**src/rtl/stk_pkg.sv**
```systemverilog
package stk_pkg;

  typedef enum logic [2:0] {
    OP_IDLE     = 3'd0,
    OP_INIT     = 3'd1,
    OP_PUSH     = 3'd2,
    OP_STORE    = 3'd3,
    OP_STOREPOP = 3'd4,
    OP_OPPOP    = 3'd5
  } stk_op_e;

endpackage

```
**src/rtl/stk_ptr.sv**
```systemverilog
// Top-of-stack pointer: wraps modulo DEPTH (power of two).
module stk_ptr #(
  parameter int unsigned IDX_W = 3
) (
  input  logic             clk,
  input  logic             rst_n,
  input  logic             init,
  input  logic             push,
  input  logic             pop,
  output logic [IDX_W-1:0] ptr_q
);

  logic [IDX_W-1:0] ptr_d;
  logic             ptr_en;

  always_comb begin
    ptr_d = ptr_q;
    if (init)      ptr_d = '0;
    else if (push) ptr_d = ptr_q - 1'b1;
    else if (pop)  ptr_d = ptr_q + 1'b1;
  end

  assign ptr_en = init | push | pop;

  always_ff @(posedge clk or negedge rst_n) begin
    if (!rst_n)      ptr_q <= '0;
    else if (ptr_en) ptr_q <= ptr_d;
  end

endmodule

```
**src/rtl/stk_tags.sv**
```systemverilog
// One valid tag per physical register; clear has priority over set.
module stk_tags #(
  parameter int unsigned DEPTH = 8,
  parameter int unsigned IDX_W = 3
) (
  input  logic             clk,
  input  logic             rst_n,
  input  logic             init,
  input  logic             set_en,
  input  logic [IDX_W-1:0] set_addr,
  input  logic             clr_en,
  input  logic [IDX_W-1:0] clr_addr,
  output logic [DEPTH-1:0] tags_q
);

  logic [DEPTH-1:0] tags_d;
  logic             tags_en;

  always_comb begin
    tags_d = tags_q;
    for (int i = 0; i < DEPTH; i++) begin
      if (set_en && set_addr == IDX_W'(i)) tags_d[i] = 1'b1;
      if (clr_en && clr_addr == IDX_W'(i)) tags_d[i] = 1'b0;
    end
    if (init) tags_d = '0;
  end

  assign tags_en = init | set_en | clr_en;

  always_ff @(posedge clk or negedge rst_n) begin
    if (!rst_n)       tags_q <= '0;
    else if (tags_en) tags_q <= tags_d;
  end

endmodule

```
**src/rtl/stk_bank.sv**
```systemverilog
// Data registers: one write port, two combinational read ports.
module stk_bank #(
  parameter int unsigned DEPTH  = 8,
  parameter int unsigned DATA_W = 64,
  parameter int unsigned IDX_W  = 3
) (
  input  logic              clk,
  input  logic              wr_en,
  input  logic [IDX_W-1:0]  wr_addr,
  input  logic [DATA_W-1:0] wr_data,
  input  logic [IDX_W-1:0]  rd_addr_a,
  output logic [DATA_W-1:0] rd_data_a,
  input  logic [IDX_W-1:0]  rd_addr_b,
  output logic [DATA_W-1:0] rd_data_b
);

  logic [DATA_W-1:0] ent [DEPTH];

  for (genvar g = 0; g < DEPTH; g++) begin : g_ent
    logic              ent_en;
    logic [DATA_W-1:0] ent_q;

    assign ent_en = wr_en && (wr_addr == IDX_W'(g));

    always_ff @(posedge clk) begin
      if (ent_en) ent_q <= wr_data;
    end

    assign ent[g] = ent_q;
  end

  assign rd_data_a = ent[rd_addr_a];
  assign rd_data_b = ent[rd_addr_b];

endmodule

```
**src/rtl/stk_regfile.sv**
```systemverilog
module stk_regfile #(
  parameter  int unsigned DATA_W = 64,
  parameter  int unsigned DEPTH  = 8,
  localparam int unsigned IDX_W  = $clog2(DEPTH)
) (
  input  logic              clk,
  input  logic              rst_n,
  input  logic              cmd_valid,
  input  logic [2:0]        cmd_op,
  input  logic [IDX_W-1:0]  cmd_idx,
  input  logic [DATA_W-1:0] cmd_data,
  input  logic              rd_en,
  input  logic [IDX_W-1:0]  rd_idx,
  output logic [DATA_W-1:0] rd_data,
  output logic              rd_valid,
  output logic              st_valid,
  output logic [DATA_W-1:0] st_data,
  output logic [IDX_W-1:0]  top_ptr,
  output logic              ovf_flag,
  output logic              unf_flag
);
  import stk_pkg::*;

  logic [IDX_W-1:0]  ptr_q;
  logic [DEPTH-1:0]  tags_q;
  logic [IDX_W-1:0]  push_addr, tgt_addr, rd_addr;
  logic              is_init, is_push, is_store, is_stpop, is_oppop;
  logic              top_ok, push_ok, ovf_evt, st_ok, oppop_ok, pop, unf_evt;
  logic              wr_en;
  logic [IDX_W-1:0]  wr_addr;
  logic [DATA_W-1:0] top_data;
  logic              ovf_d, unf_d, ovf_q, unf_q, flag_en;
  logic              st_valid_q;
  logic [DATA_W-1:0] st_data_q;

  // Command decode
  always_comb begin
    is_init  = cmd_valid && (cmd_op == OP_INIT);
    is_push  = cmd_valid && (cmd_op == OP_PUSH);
    is_store = cmd_valid && (cmd_op == OP_STORE);
    is_stpop = cmd_valid && (cmd_op == OP_STOREPOP);
    is_oppop = cmd_valid && (cmd_op == OP_OPPOP);
  end

  // Relative-to-physical mapping
  assign push_addr = ptr_q - 1'b1;
  assign tgt_addr  = ptr_q + cmd_idx;
  assign rd_addr   = ptr_q + rd_idx;

  always_comb begin
    top_ok   = tags_q[ptr_q];
    push_ok  = is_push && !tags_q[push_addr];
    ovf_evt  = is_push && tags_q[push_addr];
    st_ok    = (is_store || is_stpop) && top_ok;
    oppop_ok = is_oppop && top_ok && tags_q[tgt_addr];
    pop      = (is_stpop && top_ok) || oppop_ok;
    unf_evt  = ((is_store || is_stpop) && !top_ok)
             || (is_oppop && !oppop_ok)
             || (rd_en && !tags_q[rd_addr]);
    wr_en    = push_ok || oppop_ok;
    wr_addr  = push_ok ? push_addr : tgt_addr;
  end

  stk_ptr #(.IDX_W(IDX_W)) u_ptr (
    .clk   (clk),
    .rst_n (rst_n),
    .init  (is_init),
    .push  (push_ok),
    .pop   (pop),
    .ptr_q (ptr_q)
  );

  stk_tags #(.DEPTH(DEPTH), .IDX_W(IDX_W)) u_tags (
    .clk      (clk),
    .rst_n    (rst_n),
    .init     (is_init),
    .set_en   (push_ok),
    .set_addr (push_addr),
    .clr_en   (pop),
    .clr_addr (ptr_q),
    .tags_q   (tags_q)
  );

  stk_bank #(.DEPTH(DEPTH), .DATA_W(DATA_W), .IDX_W(IDX_W)) u_bank (
    .clk       (clk),
    .wr_en     (wr_en),
    .wr_addr   (wr_addr),
    .wr_data   (cmd_data),
    .rd_addr_a (rd_addr),
    .rd_data_a (rd_data),
    .rd_addr_b (ptr_q),
    .rd_data_b (top_data)
  );

  // Sticky flags
  always_comb begin
    ovf_d   = is_init ? 1'b0 : (ovf_q | ovf_evt);
    unf_d   = is_init ? 1'b0 : (unf_q | unf_evt);
    flag_en = is_init | ovf_evt | unf_evt;
  end

  always_ff @(posedge clk or negedge rst_n) begin
    if (!rst_n) begin
      ovf_q <= 1'b0;
      unf_q <= 1'b0;
    end else if (flag_en) begin
      ovf_q <= ovf_d;
      unf_q <= unf_d;
    end
  end

  // Store output stage
  always_ff @(posedge clk or negedge rst_n) begin
    if (!rst_n) st_valid_q <= 1'b0;
    else        st_valid_q <= st_ok;
  end

  always_ff @(posedge clk) begin
    if (st_ok) st_data_q <= top_data;
  end

  assign rd_valid = tags_q[rd_addr];
  assign st_valid = st_valid_q;
  assign st_data  = st_data_q;
  assign top_ptr  = ptr_q;
  assign ovf_flag = ovf_q;
  assign unf_flag = unf_q;

endmodule

```
**config.mk**
```make
export PLATFORM = sky130hd
export DESIGN_NAME = stk_regfile
export DESIGN_NICKNAME = d
export VERILOG_FILES = /design/src/rtl/stk_pkg.sv /design/src/rtl/stk_ptr.sv /design/src/rtl/stk_tags.sv /design/src/rtl/stk_bank.sv /design/src/rtl/stk_regfile.sv
export SDC_FILE = /design/constraint.sdc
export NUM_CORES = 1
export LEC_CHECK = 0
export ABC_AREA = 0
export BUFFER_PORTS_ARGS = -buffer_cell sky130_fd_sc_hd__buf_2
export CAP_MARGIN = 0
export CORE_MARGIN = 2
export CORE_UTILIZATION = 55
export CTS_CLUSTER_SIZE = 24
export DETAILED_ROUTE_END_ITERATION = 10
export PLACE_DENSITY = 0.7
export SETUP_SLACK_MARGIN = 0.15
export SLEW_MARGIN = 20
export SYNTH_ARGS = -nofsm -noshare
export SYNTH_HDL_FRONTEND = slang
export SYNTH_HIERARCHICAL = 1
export SYNTH_SLANG_ARGS = --single-unit
```
**constraint.sdc**
```tcl
create_clock -name clk -period 10.9 [get_ports clk]
set_input_delay 2.18 -clock clk [delete_from_list [all_inputs] [get_ports clk]]
set_output_delay 2.18 -clock clk [all_outputs]
set_load 0.01 [all_outputs]
```
### After elaboration in Yosys (flattened, before gate mapping)

Index checks and enable logic that the tools add are counted.

* multiplexer cells: 37
* bitwise gates (word level): 8
* add/sub/neg operators: 4
* eq/ne operators: 26
* reductions and logical operators: 68
* $lt $le $gt $ge: 6

Operator list (count)
* $bmux W64 S3: 2
* $mux W64: 4
* $eq A3 B3 Y1 const B: 14
* $logic_and A1 B1 Y1: 38
* $reduce_bool A3 Y1: 9
* $eq A3 B2 Y1 const B: 8
* $mux W1: 22
* $reduce_and A2 Y1: 9
* $lt A3 B4 Y1 const B: 4
* $bmux W1 S3: 4
* $eq A3 B1 Y1 const B: 4
* $mux W3: 4
* $logic_not A3 Y1: 3
* $ge A4 B4 Y1 const B: 2
* $mux W8: 1
* $not A3 Y4: 2
* $add A3 B3 Y3: 2
* $or A1 B1 Y1: 6
* $logic_or A1 B1 Y1: 5
* $logic_not A1 Y1: 4
* $add A3 B1 Y3 const B: 1
* $sub A3 B1 Y3 const B: 1

* output and inout port bits: 135
* input bits: 77
* bits in registers: 590
* word-level logic and storage cells: 170

### Longest topological paths before layout

Gate-level depths: netlist of the first run.

* depth in word-level cells: 10
* mapped depth: 11

### Modules after synthesis

The synthesis of the first run kept the hierarchy.

By module, submodules not included
* stk_bank: cells an instance 979, area each 23098.4 um^2, times used 1, sequential area each 15374.7 um^2
* stk_regfile: cells an instance 126, area each 2596.2 um^2, times used 1, sequential area each 1996.9 um^2
* stk_tags: cells an instance 38, area each 419.2 um^2, times used 1, sequential area each 200.2 um^2
* stk_ptr: cells an instance 15, area each 160.2 um^2, times used 1, sequential area each 75.1 um^2

### Worst setup path before layout of the first run

OpenSTA, ideal clock, no wires.

* path type: input-to-reg
* from: input port cmd_idx[0]
* to: register u_bank.g_ent[0].ent_q[0] (enable)
* stages: 9
* arrival time: 7.954 ns
* path buffers: 0
* required time: 10.335 ns
* slack: 2.381 ns
* setup time: 0.565 ns
* cells stage by stage: ha_1 > inv_1 > fa_1 > mux4_2 > mux2_2 > nand2_1 > o21ai_0 > nand2b_1 > nor3_1

* word-level cells in the longest chain between the ends: 6

Ends and longest elaborated chain
* start: declaration: RTL line stk_regfile.sv:10 `input logic [IDX_W-1:0] cmd_idx,`
* $add A3 B3 Y3: RTL line stk_regfile.sv:47 `assign tgt_addr = ptr_q + cmd_idx;`
* $bmux W1 S3: RTL line stk_regfile.sv:55 `oppop_ok = is_oppop && top_ok && tags_q[tgt_addr];`
* $mux W1 (not written as such): RTL line stk_regfile.sv:55
* $logic_and A1 B1 Y1: RTL line stk_regfile.sv:55
* $logic_or A1 B1 Y1: RTL line stk_regfile.sv:60 `wr_en = push_ok || oppop_ok;`
* named net wr_en: RTL line stk_regfile.sv:29 `logic wr_en;`
* $logic_and A1 B1 Y1: RTL line stk_bank.sv:23 `assign ent_en = wr_en && (wr_addr == IDX_W'(g));`
* named net u_bank.g_ent[0].ent_en: RTL line stk_bank.sv:20 `logic ent_en;`
* end signal: assignment: RTL line stk_bank.sv:26 `if (ent_en) ent_q <= wr_data;`
* end: declaration: RTL line stk_bank.sv:21 `logic [DATA_W-1:0] ent_q;`

The timed path passes the listed nets, and every way through them passes these cells. The select of a mux whose other input is x is not followed.
A chain may end at the register's enable or synchronous reset.

### Worst setup path in the final report of the first run

* from: input port rd_idx[0]
* to: output port rd_data[32]

* word-level cells in the longest chain between the ends: 5

Ends and longest elaborated chain
* start: declaration: RTL line stk_regfile.sv:13 `input logic [IDX_W-1:0] rd_idx,`
* $add A3 B3 Y3: RTL line stk_regfile.sv:48 `assign rd_addr = ptr_q + rd_idx;`
* named net rd_addr[2]: RTL line stk_regfile.sv:26 `logic [IDX_W-1:0] push_addr, tgt_addr, rd_addr;`
* $not A3 Y4 (not written as such): RTL line stk_bank.sv:32 `assign rd_data_a = ent[rd_addr_a];`
* $bmux W64 S3: RTL line stk_bank.sv:32
* $mux W64 (not written as such) (2 in series): RTL line stk_bank.sv:32
* end: declaration: RTL line stk_regfile.sv:14 `output logic [DATA_W-1:0] rd_data,`

The timed path passes the listed nets, and every way through them passes these cells. The select of a mux whose other input is x is not followed.

==> results of run 1 <==
Yosys cell counts (3+ instances only):
master / instances
sky130_fd_sc_hd__o21ai_0: 4
sky130_fd_sc_hd__inv_1: 19
sky130_fd_sc_hd__edfxtp_1: 576
sky130_fd_sc_hd__mux2_2: 131
sky130_fd_sc_hd__mux4_2: 261
sky130_fd_sc_hd__buf_4: 6
sky130_fd_sc_hd__nand4b_1: 3
sky130_fd_sc_hd__nor2b_1: 4
sky130_fd_sc_hd__nor2_1: 11
sky130_fd_sc_hd__a221oi_1: 6
sky130_fd_sc_hd__buf_6: 23
sky130_fd_sc_hd__fa_1: 3
sky130_fd_sc_hd__nand2_1: 4
sky130_fd_sc_hd__clkbuf_1: 17
sky130_fd_sc_hd__ha_1: 3
sky130_fd_sc_hd__buf_1: 20
sky130_fd_sc_hd__nand2b_1: 5
sky130_fd_sc_hd__nand4bb_1: 3
sky130_fd_sc_hd__dfrtp_1: 14
sky130_fd_sc_hd__buf_2: 6
sky130_fd_sc_hd__mux2i_1: 7
final timing paths:
check / cells after the start / to / slack [ns] / from
setup / recovery: 9 / rd_data[32] / 3.37 / rd_idx[0]
hold / removal: 2 / ovf_flag$_DFFE_PN0P_ / 0.50 / ovf_flag$_DFFE_PN0P_
setup reg to reg: 12 / u_bank/g_ent[2].ent_q[54]$_DFFE_PP_ / 5.17 / u_ptr/ptr_q[0]$_DFFE_PN0P_
hold reg to reg: 2 / ovf_flag$_DFFE_PN0P_ / 0.50 / ovf_flag$_DFFE_PN0P_
max in group asynchronous: 1 / u_ptr/ptr_q[1]$_DFFE_PN0P_ / 9.11 / rst_n
min in group asynchronous: 1 / u_tags/tags_q[2]$_DFFE_PN0P_ / 1.48 / rst_n
power by group through the flow:
stage	clock network, W	registers, W	logic [W]
floorplan	0	0.00276	0.00242
global placement	0	0.00281	0.00319
detailed placement	0	0.00282	0.00321
CTS	0.00200	0.00277	0.00322
global route	0.00209	0.00278	0.00338
finish	0.00197	0.00277	0.00317
stage by stage:
step / area, µm² / total power, W / setup slack [ns]
finish: 29800 / 0.00790 / 3.37
global route: 29800 / 0.00825 / 3.25
CTS: 29800 / 0.00800 / 3.33
detailed placement: 27900 / 0.00602 / 3.34
global placement: 27900 / 0.00600 / 3.31
floorplan: 26300 / 0.00518 / 2.38
per-layer routing:
layer | vias to the layer above | wire (µm)
li1 | 5509 | -
met1 | 7037 | 22800
met2 | 402 | 30100
met3 | 91 | 3620
met4 | 8 | 1270
met5 | - | 60
logic make-up after synthesis:
family	count (synthesis)	synth area share
xor+xnor	4	0.00238
compound gates	20	0.00571
flops	590	0.672
simple gates	44	0.0101
buf+inv	91	0.0207
mux	403	0.286
fa+ha+maj	6	0.00371
layout make-up:
type,count,area (µm²)
fill,3280,17600
clock inverter,30,305
antenna,1,2.50
timing repair buffer,238,1270
tap,615,769
inverter,19,71.3
clock buffer,77,1570
sequential,590,17700
multi-input combinational,477,8170
cells in the final DEF (no fill, tap or decap), types with 7 or more instances in the layout:
| cell | n |
|---|---|
| sky130_fd_sc_hd__buf_4 | 26 |
| sky130_fd_sc_hd__clkbuf_16 | 60 |
| sky130_fd_sc_hd__inv_1 | 18 |
| sky130_fd_sc_hd__mux2_2 | 131 |
| sky130_fd_sc_hd__edfxtp_1 | 576 |
| sky130_fd_sc_hd__clkbuf_1 | 17 |
| sky130_fd_sc_hd__mux2i_1 | 7 |
| sky130_fd_sc_hd__clkinv_1 | 13 |
| sky130_fd_sc_hd__buf_2 | 211 |
| sky130_fd_sc_hd__dfrtp_1 | 11 |
| sky130_fd_sc_hd__clkinv_2 | 7 |
| sky130_fd_sc_hd__mux4_2 | 261 |
flip-flops by register name (all words and copies together), names as in the netlist:
register,flops
u_ptr/ptr_q,3
ovf_flag,1
st_data,64
u_bank/g_ent.ent_q,512
unf_flag,1
st_valid,1
u_tags/tags_q,8
critical path: stages:
cell and delay, ns:
sky130_fd_sc_hd__buf_2 0.10, sky130_fd_sc_hd__ha_4 0.12, sky130_fd_sc_hd__inv_1 0.04, sky130_fd_sc_hd__fa_1 0.37
sky130_fd_sc_hd__xnor3_4 1.01, sky130_fd_sc_hd__buf_4 0.61, sky130_fd_sc_hd__mux4_2 0.39, sky130_fd_sc_hd__mux2_2 0.31
sky130_fd_sc_hd__buf_2 0.15
==> metrics, run 1 <==
total via count after detailed routing=13047; number of library cell types mapped by synthesis=44; violation count after the first detailed-routing iteration=907; total number of placement rows=80; final-report setup violation count=0; average instance area after synthesis=22.7 µm²; antenna-violating nets left=0; Async SR Flop Fraction=0.0237; Worst Path Class, Setup=in -> out; synth top area cells=sky130_fd_sc_hd__edfxtp_1, sky130_fd_sc_hd__mux4_2, sky130_fd_sc_hd__mux2_2; count of instances resized after the clock tree is built=0; minimum period implied by the final worst setup slack=7.53 ns; number of design rule violations left after detail routing=0; number of max-cap violations=0; worst min path class=reg -> reg; DR WL/cell=28.3 µm; number of placed I/O pins=212; fin crit share=0.691; fraction of final layout cells with drive strength greater than 1=0.509; Max-slew headroom=0.296; number of buffers on the longest clock path=3; sequential cell area fraction in the yosys report=0.672; antenna violations before repair=5; endpoint required time on the critical path=8.72 ns; vertical extent of the die=223 µm; main flop type after synthesis=sky130_fd_sc_hd__edfxtp_1; switching power total=0.00246 W; cell accounting for the most synthesized area=sky130_fd_sc_hd__edfxtp_1; CP arrival=5.35 ns; first-pass detailed-route iteration total=5; Critical Path Fanout Max=59; Clock power frac=0.249; TritonCTS clock tree=done; Hold Worst Slack=0.502 ns; Clock Tree Root=sky130_fd_sc_hd__clkbuf_16; Final #Nets=1468; global router's overall resource usage=0.238; Max rail drop VDD=0.248 mV; maximum number of pins on one net before global-route repair=93; logic gate share of total power=0.401; area growth from synthesis to final layout=13.5%; total nets after synthesis=1241; max-slew violations=0; Final GP Congestion=0.783; IO buf count=211; overflow left after global routing=0; global-route wire length before repair=86000 µm; H-tree depth=2; number of buffers created by CTS=59; worst clock skew=0.0237 ns; vias in the first global route=13880; floorplan core area=0.0474 mm²; synthesized flop and latch total=590; startpoint types=primary input; setup tns final=0 ns; leak pwr=9.69 nW; sequential power share=0.350; detailed-route vias per instance=6.37; share of the synthesized area in the top cell type=0.658; Switching Fraction=0.312; instance count of the mapped netlist=1158; achievable clock frequency=133 MHz; routed wire length=57900 µm; DP Wirelength=32000 µm; number of hold-repair buffers added at the cts stage=0; clk sink count=590; met2 track demand over resource in global routing=0.414; Starting Density=0.554; total standard cell area after synthesis=0.0263 mm²; placed instance count=1939; met1 usage=0.309; status=complete, no violations; setup repair after global routing missed its margin=no; PwrDens=265 mW/mm²; endpoint kind of the worst setup timing path=output port; final hold violation count=0; count of synthesis-stage warnings from yosys=6; non-filler cells in the finished layout=2047; clock-pin slew of the registers on the worst-case setup and hold paths=0.06 ns; most heavily used metal layer in global routing=met2; die outline width=223 µm; Total Die Area=0.0495 mm²; slew at the pin closest to its max-slew limit=1.05 ns; internal portion of total power=0.00544 W; postcts setup bufs=0; number of enable flip-flop cells after synthesis=576; clock insertion delay at the later pin of the skew report=0.63 ns; Util after Layout=0.628; routing usage on met3=0.0476
No activity file was read; power rests on OpenSTA's default activity.
==> run 2: changes to the inputs <==
==> constraint.sdc (replaced) <==
create_clock -name clk -period 7.7 [get_ports clk]
set_input_delay 1.54 -clock clk [delete_from_list [all_inputs] [get_ports clk]]
set_output_delay 1.54 -clock clk [all_outputs]
set_load 0.01 [all_outputs]
==> run 2 against run 1 <==
Worst hold slack better by 0.0054 ns. Critical path type is now reg -> out. Largest power group unchanged. First-iteration DRC count grew 18%. Final cell count increased by 0.39%. Clock skew decreased by 0.0066 ns. Sequential share of layout area decreased by 0.060 points.
==> metrics, run 2 (synthesis results as in run 1) <==
fin crit share=0.780; clock insertion delay at the later pin of the skew report=0.62 ns (about the same); vias in the first global route=13937 (+0.41%); number of flip-flops under the largest register name=512 (unchanged); status=complete, no violations; TritonCTS clock tree=done; number of buffers on the longest clock path=3 (unchanged); total number of placement rows=80 (unchanged); postcts setup bufs=0 (unchanged); endpoint kind of the worst setup timing path=output port; fraction of final layout cells with drive strength greater than 1=0.512 (+0.00344); routed wire length=59000 µm (+1.8%); worst clock skew=0.0171 ns (-0.00659 ns); most frequent standard cell in the layout excluding fill and tap cells=sky130_fd_sc_hd__edfxtp_1; number of hold-repair buffers added at the cts stage=0 (unchanged); detailed-route vias per instance=6.40 (+0.40%); antenna violations before repair=9 (+4); floorplan core area=0.0474 mm² (unchanged); total via count after detailed routing=13151 (+0.80%); number of buffers created by CTS=59 (unchanged); Max rail drop VDD=0.324 mV (+31%); Total Die Area=0.0495 mm² (unchanged); Max-slew headroom=0.276 (-0.0206); first-pass detailed-route iteration total=5 (unchanged); setup repair after global routing missed its margin=no; final-report setup violation count=0 (unchanged); DP Wirelength=33000 µm (+3.2%); violation count after the first detailed-routing iteration=1070 (+18%); global-route wire length before repair=87600 µm (+1.9%); register with the most flip-flops=u_bank/g_ent.ent_q; antenna-violating nets left=0 (unchanged); commonest non-fill, non-tap cells in the layout=sky130_fd_sc_hd__edfxtp_1, sky130_fd_sc_hd__mux4_2, sky130_fd_sc_hd__buf_2; Starting Density=0.554 (unchanged); die outline width=223 µm (unchanged); IO buf count=211 (unchanged); least setup slack across all paths after layout=1.70 ns (-1.67 ns); Final #Nets=1471 (+0.20%); clk sink count=590 (unchanged); Final GP Congestion=0.769 (-1.9%); non-filler cells in the finished layout=2055 (+0.39%); number of design rule violations left after detail routing=0 (unchanged); setup tns final=0 ns (unchanged); area growth from synthesis to final layout=13.6%; worst min path class=reg -> reg; Placement Setup Slack=1.77 ns (-1.57 ns); max-slew violations=0 (unchanged); Clock Tree Root=sky130_fd_sc_hd__clkbuf_16; placed instance count=1942 (+0.15%); PwrDens=373 mW/mm² (+41%); CP arrival=4.46 ns (-0.89 ns); endpoint required time on the critical path=6.16 ns (-2.56 ns); vertical extent of the die=223 µm (unchanged); number of placed I/O pins=212 (unchanged); maximum number of pins on one net before global-route repair=67 (-28%); leak pwr=9.70 nW (about the same); Critical Path Fanout Max=66 (+12%); count of instances resized after the clock tree is built=0 (unchanged); H-tree depth=2 (unchanged); final hold violation count=0 (unchanged); Filler Cells Inserted=3314 (+1.0%); Worst Path Class, Setup=reg -> out; slew at the pin closest to its max-slew limit=1.08 ns (+0.0308 ns); DR WL/cell=28.7 µm (+1.4%); achievable clock frequency=167 MHz; clock-pin slew of the registers on the worst-case setup and hold paths=0.06 ns (about the same); Hold Worst Slack=0.507 ns (+0.00544 ns); startpoint types=flop; minimum period implied by the final worst setup slack=6.00 ns; overflow left after global routing=0 (unchanged); global router's overall resource usage=0.243 (+0.00444); number of max-cap violations=0 (unchanged)
## run 2: layout make-up
cell class | instances | area (µm²) | share of cell area
flip-flops and latches | 590 | 17700 | 0.592
multi-input cells | 477 | 8180 | 0.274
clock buffers | 73 | 1550 | 0.0519
repair buffers | 241 | 1370 | 0.0459
well taps | 615 | 769 | 0.0258
clock inverters | 37 | 240 | 0.00805
inverters | 19 | 72.6 | 0.00243
diodes | 3 | 7.51 | 0.000252
## run 2: metal layers
| metal | GRT usage | part of all wire | routed length [µm] |
|---|---|---|---|
| met4 | 0.0589 | 0.018 | 1050 |
| met1 | 0.327 | 0.40 | 23700 |
| met3 | 0.0520 | 0.067 | 3950 |
| met2 | 0.409 | 0.51 | 30200 |
| met5 | 0 | 0.00081 | 48 |
## run 2: where the power goes
group | internal [W] | switching, W
registers | 0.00375 | 0.000174
logic | 0.00236 | 0.00218
clock network | 0.00149 | 0.00118
## run 2: stage by stage
step | power [W] | instance area [µm²] | utilization
after floorplan | 0.00733 | 26300 | -
after global placement | 0.00855 | 28000 | 0.591
after detailed placement | 0.00859 | 28000 | 0.591
after CTS | 0.0113 | 29800 | 0.629
after global routing | 0.0116 | 29800 | 0.629
final | 0.0111 | 29800 | 0.629
## run 2: final timing paths
check	to	slack, ns	startpoint	depth (start not counted)
setup / recovery	rd_data[2]	1.70	u_ptr/ptr_q[0]$_DFFE_PN0P_	8
hold / removal	ovf_flag$_DFFE_PN0P_	0.51	ovf_flag$_DFFE_PN0P_	2
setup reg to reg	u_bank/g_ent[4].ent_q[35]$_DFFE_PP_	2.44	u_ptr/ptr_q[0]$_DFFE_PN0P_	9
hold reg to reg	ovf_flag$_DFFE_PN0P_	0.51	ovf_flag$_DFFE_PN0P_	2
max in group asynchronous	u_ptr/ptr_q[1]$_DFFE_PN0P_	6.58	rst_n	1
min in group asynchronous	st_valid$_DFF_PN0_	0.83	rst_n	1
## run 2: worst max-delay path: stages (launching register included)
cell                      delay [ns]
sky130_fd_sc_hd__dfrtp_4        0.99
sky130_fd_sc_hd__ha_4           0.23
sky130_fd_sc_hd__inv_1          0.04
sky130_fd_sc_hd__fa_1           0.38
sky130_fd_sc_hd__xnor3_4        0.82
sky130_fd_sc_hd__buf_12         0.45
sky130_fd_sc_hd__mux4_2         0.39
sky130_fd_sc_hd__mux2_2         0.28
sky130_fd_sc_hd__buf_2          0.15
